[config.mk]
export PLATFORM = sky130hd
export DESIGN_NAME = sem_bank_dp
export DESIGN_NICKNAME = d
export VERILOG_FILES = /design/src/rtl/sem_bank_pkg.sv /design/src/rtl/sem_port_decode.sv /design/src/rtl/sem_cell.sv /design/src/rtl/sem_read_reg.sv /design/src/rtl/sem_bank_dp.sv
export SDC_FILE = /design/constraint.sdc
export NUM_CORES = 1
export LEC_CHECK = 0
export BUFFER_PORTS_ARGS = -buffer_cell sky130_fd_sc_hd__clkbuf_2
export CAP_MARGIN = 25
export CORE_ASPECT_RATIO = 2
export CORE_UTILIZATION = 49
export DETAILED_ROUTE_END_ITERATION = 7
export HOLD_SLACK_MARGIN = 0.15
export PLACE_DENSITY = 0.82
export SETUP_SLACK_MARGIN = 0.02
export SYNTH_ARGS = -nofsm -noshare
export SYNTH_HDL_FRONTEND = slang
export SYNTH_HIERARCHICAL = 1
export SYNTH_SLANG_ARGS = --single-unit
[constraint.sdc]
create_clock -name clk -period 2.1 [get_ports clk]
set_input_delay 0.63 -clock clk [delete_from_list [all_inputs] [get_ports clk]]
set_output_delay 0.63 -clock clk [all_outputs]
set_load 0.01 [all_outputs]
[src/rtl/sem_bank_pkg.sv]
package sem_bank_pkg;
  typedef enum logic [1:0] {
    OWN_NONE  = 2'd0,
    OWN_LEFT  = 2'd1,
    OWN_RIGHT = 2'd2
  } sem_owner_e;

  typedef struct packed {
    logic       hit;
    logic       wr;
    logic       rd;
    logic       bit0;
  } sem_cmd_t;
endpackage

[src/rtl/sem_port_decode.sv]
module sem_port_decode #(
  parameter int ADDR_W  = 12,
  parameter int DATA_W  = 16,
  parameter int NUM_SEM = 8,
  localparam int IDX_W  = $clog2(NUM_SEM)
) (
  input  logic               clk,
  input  logic               rst,
  input  logic               sel,
  input  logic               mem_en,
  input  logic               we,
  input  logic               oe,
  input  logic [ADDR_W-1:0]  addr,
  input  logic [DATA_W-1:0]  wdata,
  output logic [NUM_SEM-1:0] req_vec,
  output logic [NUM_SEM-1:0] rel_vec,
  output logic               rd_en,
  output logic [IDX_W-1:0]   idx
);
  import sem_bank_pkg::*;

  sem_cmd_t cmd;

  always_comb begin
    cmd.hit  = sel & ~mem_en;
    cmd.wr   = cmd.hit & we;
    cmd.rd   = cmd.hit & ~we & oe;
    cmd.bit0 = wdata[0];
  end

  assign idx   = addr[IDX_W-1:0];
  assign rd_en = cmd.rd;

  for (genvar g = 0; g < NUM_SEM; g++) begin : g_sel
    assign req_vec[g] = cmd.wr & ~cmd.bit0 & (idx == IDX_W'(g));
    assign rel_vec[g] = cmd.wr &  cmd.bit0 & (idx == IDX_W'(g));
  end

  AST_SINGLE_TARGET: assert property (@(posedge clk) disable iff (rst)
    $onehot0(req_vec | rel_vec));
  AST_GATED_ACCESS: assert property (@(posedge clk) disable iff (rst)
    (!sel || mem_en) |-> ((req_vec | rel_vec) == '0 && !rd_en));
endmodule

[src/rtl/sem_cell.sv]
module sem_cell (
  input  logic clk,
  input  logic rst,
  input  logic l_req,
  input  logic l_rel,
  input  logic r_req,
  input  logic r_rel,
  output logic l_view,
  output logic r_view
);
  import sem_bank_pkg::*;

  sem_owner_e owner, owner_nx;
  logic       waiting, waiting_nx;

  always_comb begin
    owner_nx   = owner;
    waiting_nx = waiting;
    unique case (owner)
      OWN_NONE: begin
        waiting_nx = 1'b0;
        if (l_req) begin
          owner_nx   = OWN_LEFT;
          waiting_nx = r_req;
        end else if (r_req) begin
          owner_nx   = OWN_RIGHT;
        end
      end
      OWN_LEFT: begin
        if (l_rel) begin
          owner_nx   = ((waiting & ~r_rel) | r_req) ? OWN_RIGHT : OWN_NONE;
          waiting_nx = 1'b0;
        end else if (r_req) begin
          waiting_nx = 1'b1;
        end else if (r_rel) begin
          waiting_nx = 1'b0;
        end
      end
      OWN_RIGHT: begin
        if (r_rel) begin
          owner_nx   = ((waiting & ~l_rel) | l_req) ? OWN_LEFT : OWN_NONE;
          waiting_nx = 1'b0;
        end else if (l_req) begin
          waiting_nx = 1'b1;
        end else if (l_rel) begin
          waiting_nx = 1'b0;
        end
      end
      default: begin
        owner_nx   = OWN_NONE;
        waiting_nx = 1'b0;
      end
    endcase
  end

  always_ff @(posedge clk) begin
    if (rst) begin
      owner   <= OWN_NONE;
      waiting <= 1'b0;
    end else begin
      owner   <= owner_nx;
      waiting <= waiting_nx;
    end
  end

  assign l_view = (owner != OWN_LEFT);
  assign r_view = (owner != OWN_RIGHT);

  AST_TIE_TO_LEFT: assert property (@(posedge clk) disable iff (rst)
    (owner == OWN_NONE && l_req && r_req) |=> (owner == OWN_LEFT && waiting));
  AST_HANDOFF_L2R: assert property (@(posedge clk) disable iff (rst)
    (owner == OWN_LEFT && waiting && l_rel && !r_rel) |=> (owner == OWN_RIGHT));
  AST_HANDOFF_R2L: assert property (@(posedge clk) disable iff (rst)
    (owner == OWN_RIGHT && waiting && r_rel && !l_rel) |=> (owner == OWN_LEFT));
  AST_RELEASE_FREE: assert property (@(posedge clk) disable iff (rst)
    (owner == OWN_LEFT && !waiting && l_rel && !r_req) |=> (owner == OWN_NONE));
  AST_HOLDER_KEEPS: assert property (@(posedge clk) disable iff (rst)
    (owner == OWN_LEFT && !l_rel) |=> (owner == OWN_LEFT));
  AST_WAIT_NEEDS_OWNER: assert property (@(posedge clk) disable iff (rst)
    waiting |-> (owner != OWN_NONE));
endmodule

[src/rtl/sem_read_reg.sv]
module sem_read_reg #(
  parameter int DATA_W = 16
) (
  input  logic              clk,
  input  logic              rst,
  input  logic              rd_en,
  input  logic              view,
  output logic [DATA_W-1:0] rdata
);
  always_ff @(posedge clk) begin
    if (rst)        rdata <= '1;
    else if (rd_en) rdata <= {DATA_W{view}};
  end

  AST_RD_HOLD: assert property (@(posedge clk) disable iff (rst)
    !rd_en |=> $stable(rdata));
  AST_RD_UNIFORM: assert property (@(posedge clk) disable iff (rst)
    (rdata == '0) || (rdata == '1));
endmodule

[src/rtl/sem_bank_dp.sv]
module sem_bank_dp #(
  parameter int ADDR_W  = 12,
  parameter int DATA_W  = 16,
  parameter int NUM_SEM = 8
) (
  input  logic              clk,
  input  logic              rst,
  input  logic              l_sel,
  input  logic              l_mem_en,
  input  logic              l_we,
  input  logic              l_oe,
  input  logic [ADDR_W-1:0] l_addr,
  input  logic [DATA_W-1:0] l_wdata,
  output logic [DATA_W-1:0] l_rdata,
  input  logic              r_sel,
  input  logic              r_mem_en,
  input  logic              r_we,
  input  logic              r_oe,
  input  logic [ADDR_W-1:0] r_addr,
  input  logic [DATA_W-1:0] r_wdata,
  output logic [DATA_W-1:0] r_rdata
);
  localparam int IDX_W = $clog2(NUM_SEM);

  logic [NUM_SEM-1:0] l_req, l_rel, r_req, r_rel;
  logic [NUM_SEM-1:0] l_view, r_view;
  logic               l_rd, r_rd;
  logic [IDX_W-1:0]   l_idx, r_idx;

  sem_port_decode #(.ADDR_W(ADDR_W), .DATA_W(DATA_W), .NUM_SEM(NUM_SEM)) u_dec_l (
    .clk(clk), .rst(rst), .sel(l_sel), .mem_en(l_mem_en), .we(l_we), .oe(l_oe),
    .addr(l_addr), .wdata(l_wdata), .req_vec(l_req), .rel_vec(l_rel),
    .rd_en(l_rd), .idx(l_idx));

  sem_port_decode #(.ADDR_W(ADDR_W), .DATA_W(DATA_W), .NUM_SEM(NUM_SEM)) u_dec_r (
    .clk(clk), .rst(rst), .sel(r_sel), .mem_en(r_mem_en), .we(r_we), .oe(r_oe),
    .addr(r_addr), .wdata(r_wdata), .req_vec(r_req), .rel_vec(r_rel),
    .rd_en(r_rd), .idx(r_idx));

  for (genvar g = 0; g < NUM_SEM; g++) begin : g_cell
    sem_cell u_cell (
      .clk(clk), .rst(rst),
      .l_req(l_req[g]), .l_rel(l_rel[g]),
      .r_req(r_req[g]), .r_rel(r_rel[g]),
      .l_view(l_view[g]), .r_view(r_view[g]));
  end

  sem_read_reg #(.DATA_W(DATA_W)) u_rd_l (
    .clk(clk), .rst(rst), .rd_en(l_rd), .view(l_view[l_idx]), .rdata(l_rdata));

  sem_read_reg #(.DATA_W(DATA_W)) u_rd_r (
    .clk(clk), .rst(rst), .rd_en(r_rd), .view(r_view[r_idx]), .rdata(r_rdata));

  AST_RESET_OUT: assert property (@(posedge clk)
    rst |=> (l_rdata == '1 && r_rdata == '1));
endmodule

# After elaboration in Yosys (flattened, before gate mapping)
# Index checks and enable logic that the tools add are counted.
# classes
order_cmp	2
eq_ne	86
n_mux	124
bitwise	98
n_reduce_logical	26
# ops
op	count
$mux W2	40
$mux W1	66
$ne A4 B1 Y1 const B	16
$and A1 B1 Y1	60
$ne A2 B1 Y1 const B	24
$pmux W2 S3	8
$eq A3 B3 Y1 const B	8
$ne A3 B1 Y1 const B	8
$pmux W1 S3	8
$reduce_and A3 Y1	8
$not A1 Y1	22
$eq A2 B1 Y1 const B	8
$eq A2 B2 Y1 const B	8
$logic_not A2 Y1	8
$ne A2 B2 Y1 const B	8
$or A1 B1 Y1	16
$reduce_and A2 Y1	8
$eq A3 B2 Y1 const B	4
$lt A3 B4 Y1 const B	2
$bmux W1 S3	2
$eq A3 B1 Y1 const B	2
$logic_not A3 Y1	2
# totals
reg_bits	26
input_bits	66
output_inout_bits	32
elab_cells	354

# Depth between registers and ports, before layout
# logic_depth
depth_word	11
ltp_mapped	6
depth_no_buf	5

# Hierarchy
# The synthesis kept the hierarchy.
# by_module_without_submodules
module	instances	cells_per_inst	area_per_inst_um2	seq_area_each_um2
sem_cell	8	22	182.7	60.1
sem_port_decode	2	33	210.2	0.0
sem_read_reg	2	18	147.6	20.0
sem_bank_dp	1	6	127.6	0.0

# Least setup slack after synthesis
# No wires, ideal clock.
# synth_timing
path_type	input to register
startpoint	input l_addr[0]
endpoint	register, netlist name u_rd_l/rdata[0]
setup_time_ns	0.120
arrival_time_ns	1.738
path_slack_ns	0.242
stages	4
path_buffers	1
path_cell_list	buf_4 > mux4_1 > mux2_2 > a211o_1
# synth_via
elab_chain_cells	2
# synth_rtl
element	line_no	source
start, declared	sem_bank_dp.sv:12	input logic [ADDR_W-1:0] l_addr,
$bmux W1 S3	sem_bank_dp.sv:49	.clk(clk), .rst(rst), .rd_en(l_rd), .view(l_view[l_idx]), .rdata(l_rdata));
$mux W1 (implied by the code)	sem_bank_dp.sv:49	
# No other way between the ends. The select of a mux whose other input is x is not followed.
# A chain may end at the register's enable or synchronous reset.

# Worst setup path after layout
# layout_timing
startpoint	register g_cell[7].u_cell.owner[0]
endpoint	register, netlist name u_rd_l/rdata[0]
# layout_via
elab_chain_cells	3
# layout_rtl
element	line_no	source
start, declared	sem_cell.sv:13	sem_owner_e owner, owner_nx;
start signal, assigned	sem_cell.sv:61	owner <= owner_nx;
$ne A2 B1 Y1	sem_cell.sv:66	assign l_view = (owner != OWN_LEFT);
net l_view[7]	sem_bank_dp.sv:26	logic [NUM_SEM-1:0] l_view, r_view;
$bmux W1 S3	sem_bank_dp.sv:49	
$mux W1 (implied by the code)	sem_bank_dp.sv:49	
# The timed path passes the listed nets, and every way through them passes these cells. The select of a mux whose other input is x is not followed.

==> metrics.sh <==
ROUTED_WL_MM=5.35
SEQ_AREA_FRAC_SYNTH_PCT=22.6
MIN_FROM='g_cell[5].u_cell/owner[1]'
CRIT-REG2REG-CAPTURE='u_rd_l/rdata[0]'
DIE_WIDTH_UM=50.5
CLOCK_SKEW_NS=0.00487
CTS.HOLD.BUFFERS_ADDED=0
FINAL_CELL_MIX='sky130_fd_sc_hd__clkbuf_2, sky130_fd_sc_hd__dfxtp_1, sky130_fd_sc_hd__a21oi_1, sky130_fd_sc_hd__nor2_1, sky130_fd_sc_hd__nand2_1'
SYNTH_CELLS=284
SYNTH.FF_LATCH_COUNT=26
WORSTHOLDENDPOINT='g_cell[5].u_cell/owner[1]'
DRC_ERRORS=0
MAXSLEWVIOLCOUNT=0
WORST_HOLD_PATH_TYPE='register to register'
START_UTIL_PCT=50.6
DRT-MET1-WL_MM=1.93
ENDPOINT_KIND='register'
TIMING.SLEW.HEADROOM_PCT=68.0
GRTUSAGETOTAL_PCT=21.9
NUMBER_OF_GATES_RESIZED_AFTER_CTS=0
MAXIMUM_NUMBER_OF_PINS_ON_ONE_NET_BEFORE_GLOBAL_ROUTE_REPAIR=43
WHS_PATH_DEPTH=1
POST_DRT_VIA_CELL_RATIO=6.14
AVERAGE_SIZE_OF_A_MAPPED_CELL_SQ_UM=8.12
WL_MET2_MM=2.95
WORST_PATH_REQUIRED_NS=2.26
TRITONCTS.NUM_BUFFERS=3
CLOCK_SINKS=26
CLK-INSERTION-DELAY-LATE_NS=0.27
SETUP_VIOL=0
REGAREA_SQ_UM=520
DESIGN.DIE.AREA_SQ_MM=0.00500
STATIC_LEAK_nW=0.771
R2R_SETUP_SLACK_NS=0.21
ROUTABILITYCONGESTION=0.853
CTS_ROOT_BUF='sky130_fd_sc_hd__clkbuf_8'
MAX_SLEW.WORST_PIN.SLEW_NS=0.477
LAYOUT.FILLER_CELLS=442
MIN_PERIOD_NS=1.89
PATH_MAX_FANOUT=8
ORDERED_LIST_OF_CELLS_ON_THE_WORST_PATH='or2b_1 > mux4_1 > mux2_2 > a211o_1'
DRT_ITER0_DRC=71
SYNTHESIS.NETS=350
DIE_HEIGHT_UM=99.0
ROUTE.TOP_LAYER_USED='met4'
H-TREE-DEPTH=1
GLOBAL_ROUTE_WIRE_LENGTH_BEFORE_REPAIR_MM=8.70
FINAL_HOLD_VIOLATIONS=0
DETAIL-ROUTE-ANTENNA-NETS=0
CTS_MAX_PATH_BUFFERS=2
TIMING.MAX_CAP.VIOLATIONS=0
PLACE.DETAILED.HPWL_MM=4.10
TRITONCTS='built'
DIODES=0
YS.WARNINGS.COUNT=6
CP_SLOWEST_STAGE_DELAY_NS=0.48
POWER-PER-CELL-AREA_mW_PER_MM2=397
SYNTH.CELL_AREA_SQ_MM=0.00230
CRITICAL_PATH_ARRIVAL_NS=2.05
WORSTSETUPSTARTPOINTTYPE='register'
CRITPATHKIND='register to register'
NUM_ROWS=35
SYN_TO_FINAL_GROWTH_PCT=6.57
SYNTHDISTINCTLIBCELLS=28
NET_COUNT_REPORTED_AT_FINISH=374
OUTCOME='finished clean'
RSZ0062_AT_GRT='false'
HOLD_WS_NS=0.587
CRITICAL-PATH-SLOWEST-CELL='sky130_fd_sc_hd__dfxtp_1'
ROUTE.DETAILED.WL_PER_INST_UM=14.8
TIMING.FINAL.CRIT_SHARE_PCT=89.8
INITIAL_ANTENNA_VIOLATION_COUNT=0
VDD_DROP_MAX_mV=0.324
FIRST_GLOBAL_VIAS=2124
NUM_IO_PINS=98
TIMING.FMAX_MHz=530
DRIVE_ABOVE_1_SHARE_PCT=27.7
MOST_COMMON_LIBRARY_CELL_IN_THE_LAYOUT_IGNORING_FILL_AND_TAPS='sky130_fd_sc_hd__clkbuf_2'
MULTI_INPUT_COMB_AREA_SQ_MM=0.00140
POST_CTS_BUFFERS=0
CTS.CLK_SLEW.WORST_PATHS_NS=0.09
LEFTOVER_OVERFLOW_AT_THE_END_OF_GLOBAL_ROUTING=0
FIN_TNS_SETUP_NS=0
IO_BUFFER_COUNT=49
CRIT-REG2REG-LAUNCH='g_cell[7].u_cell/owner[0]'
AREA_OF_THE_CORE_SQ_MM=0.00455
DR_WL_MET3_UM=303
NUMBER_OF_ITERATIONS_IN_THE_FIRST_DETAILED_ROUTING_PASS=4
REG2REG_PATH_DEPTH=4
VIAS=2221
sequential cells by signal (all words and copies together) (netlist names):
name,count
g_cell.u_cell/waiting,8
u_rd_r/rdata,1
u_rd_l/rdata,1
g_cell.u_cell/owner,16
cells in the mapped netlist, drive strengths merged:
master,number,area [sq um]
buf,44,323
dfxtp,26,521
a21oi,24,120
nor2,24,100
nand2,18,67.6
inv,16,60.1
nor4b,16,190
o211ai,16,120
o41ai,16,140
nand2b,12,75.1
nand3b,12,90.1
nor3,12,60.1
nor2b,10,62.6
o21ai,8,40.0
or2b,8,60.1
mux4,4,105
nor4,4,25.0
a211o,2,17.5
mux2,2,22.5
nand3,2,10.0
nand4b,2,30.0
nand4bb,2,22.5
nor4bb,2,20.0
or3b,2,22.5
worst max-delay path by stage:
stage | start | to | slack (ns) | cells after the start
2_1_floorplan | l_addr[0] | u_rd_l/rdata[0] | 0.24 | 4
3_3_place_gp | r_wdata[0] | g_cell[6].u_cell/owner[1] | 0.05 | 7
3_5_place_dp | r_mem_en | g_cell[6].u_cell/owner[0] | 0.05 | 5
4_1_cts | g_cell[7].u_cell/owner[0] | u_rd_l/rdata[0] | 0.23 | 4
5_1_grt | g_cell[3].u_cell/owner[0] | u_rd_l/rdata[0] | 0.20 | 4
6_report | g_cell[7].u_cell/owner[0] | u_rd_l/rdata[0] | 0.21 | 4
metal layers:
layer | vias up | GRT usage, %
li1 | 1061 | -
met1 | 1050 | 20.4
met2 | 94 | 42.6
met3 | 16 | 2.78
met4 | 0 | 13.0
met5 | - | 0
where the power goes:
part / internal, mW / leakage, nW / total [mW] / switching (mW)
Combinational: 0.0593 / 0.533 / 0.145 / 0.0859
Sequential: 0.496 / 0.210 / 0.505 / 0.00837
Clock: 0.168 / 0.0288 / 0.325 / 0.157
per-stage QoR:
step                cells  utilization [%]  area [sq um]  setup slack (ns)  power [mW]
floorplan             284                -          2300             0.242       0.624
global placement      358             52.7          2400            0.0539       0.655
detailed placement    358             52.7          2400            0.0464       0.659
CTS                   362             53.9          2460             0.233       0.986
global route          362             53.9          2460             0.203        1.02
finish                362             53.9          2460             0.214       0.975
cell type report:
cell class	instances	share of cell area, %
inverter	16	2.45
clock buffer	4	2.24
tap	55	2.80
timing repair buffer	63	14.3
sequential	26	21.2
multi-input combinational	198	57.1
worst max-delay path, delay by kind of cell (launching register included):
kind            cells  cell delay, ns
compound gates      1            0.24
flops               1            0.48
mux                 2            0.76
simple gates        1            0.29
cells by family (layout without fill, tap and decap cells):
logic type / Yosys count / in the layout / share of synthesized area, %
AOI/OAI and AO/OA: 66 / 66 / 19.0
muxes: 6 / 6 / 5.54
buffers and inverters: 60 / 83 / 16.6
DFF: 26 / 26 / 22.6
and+or+nand+nor: 126 / 126 / 36.3
No activity file was read; power rests on OpenSTA's default activity.
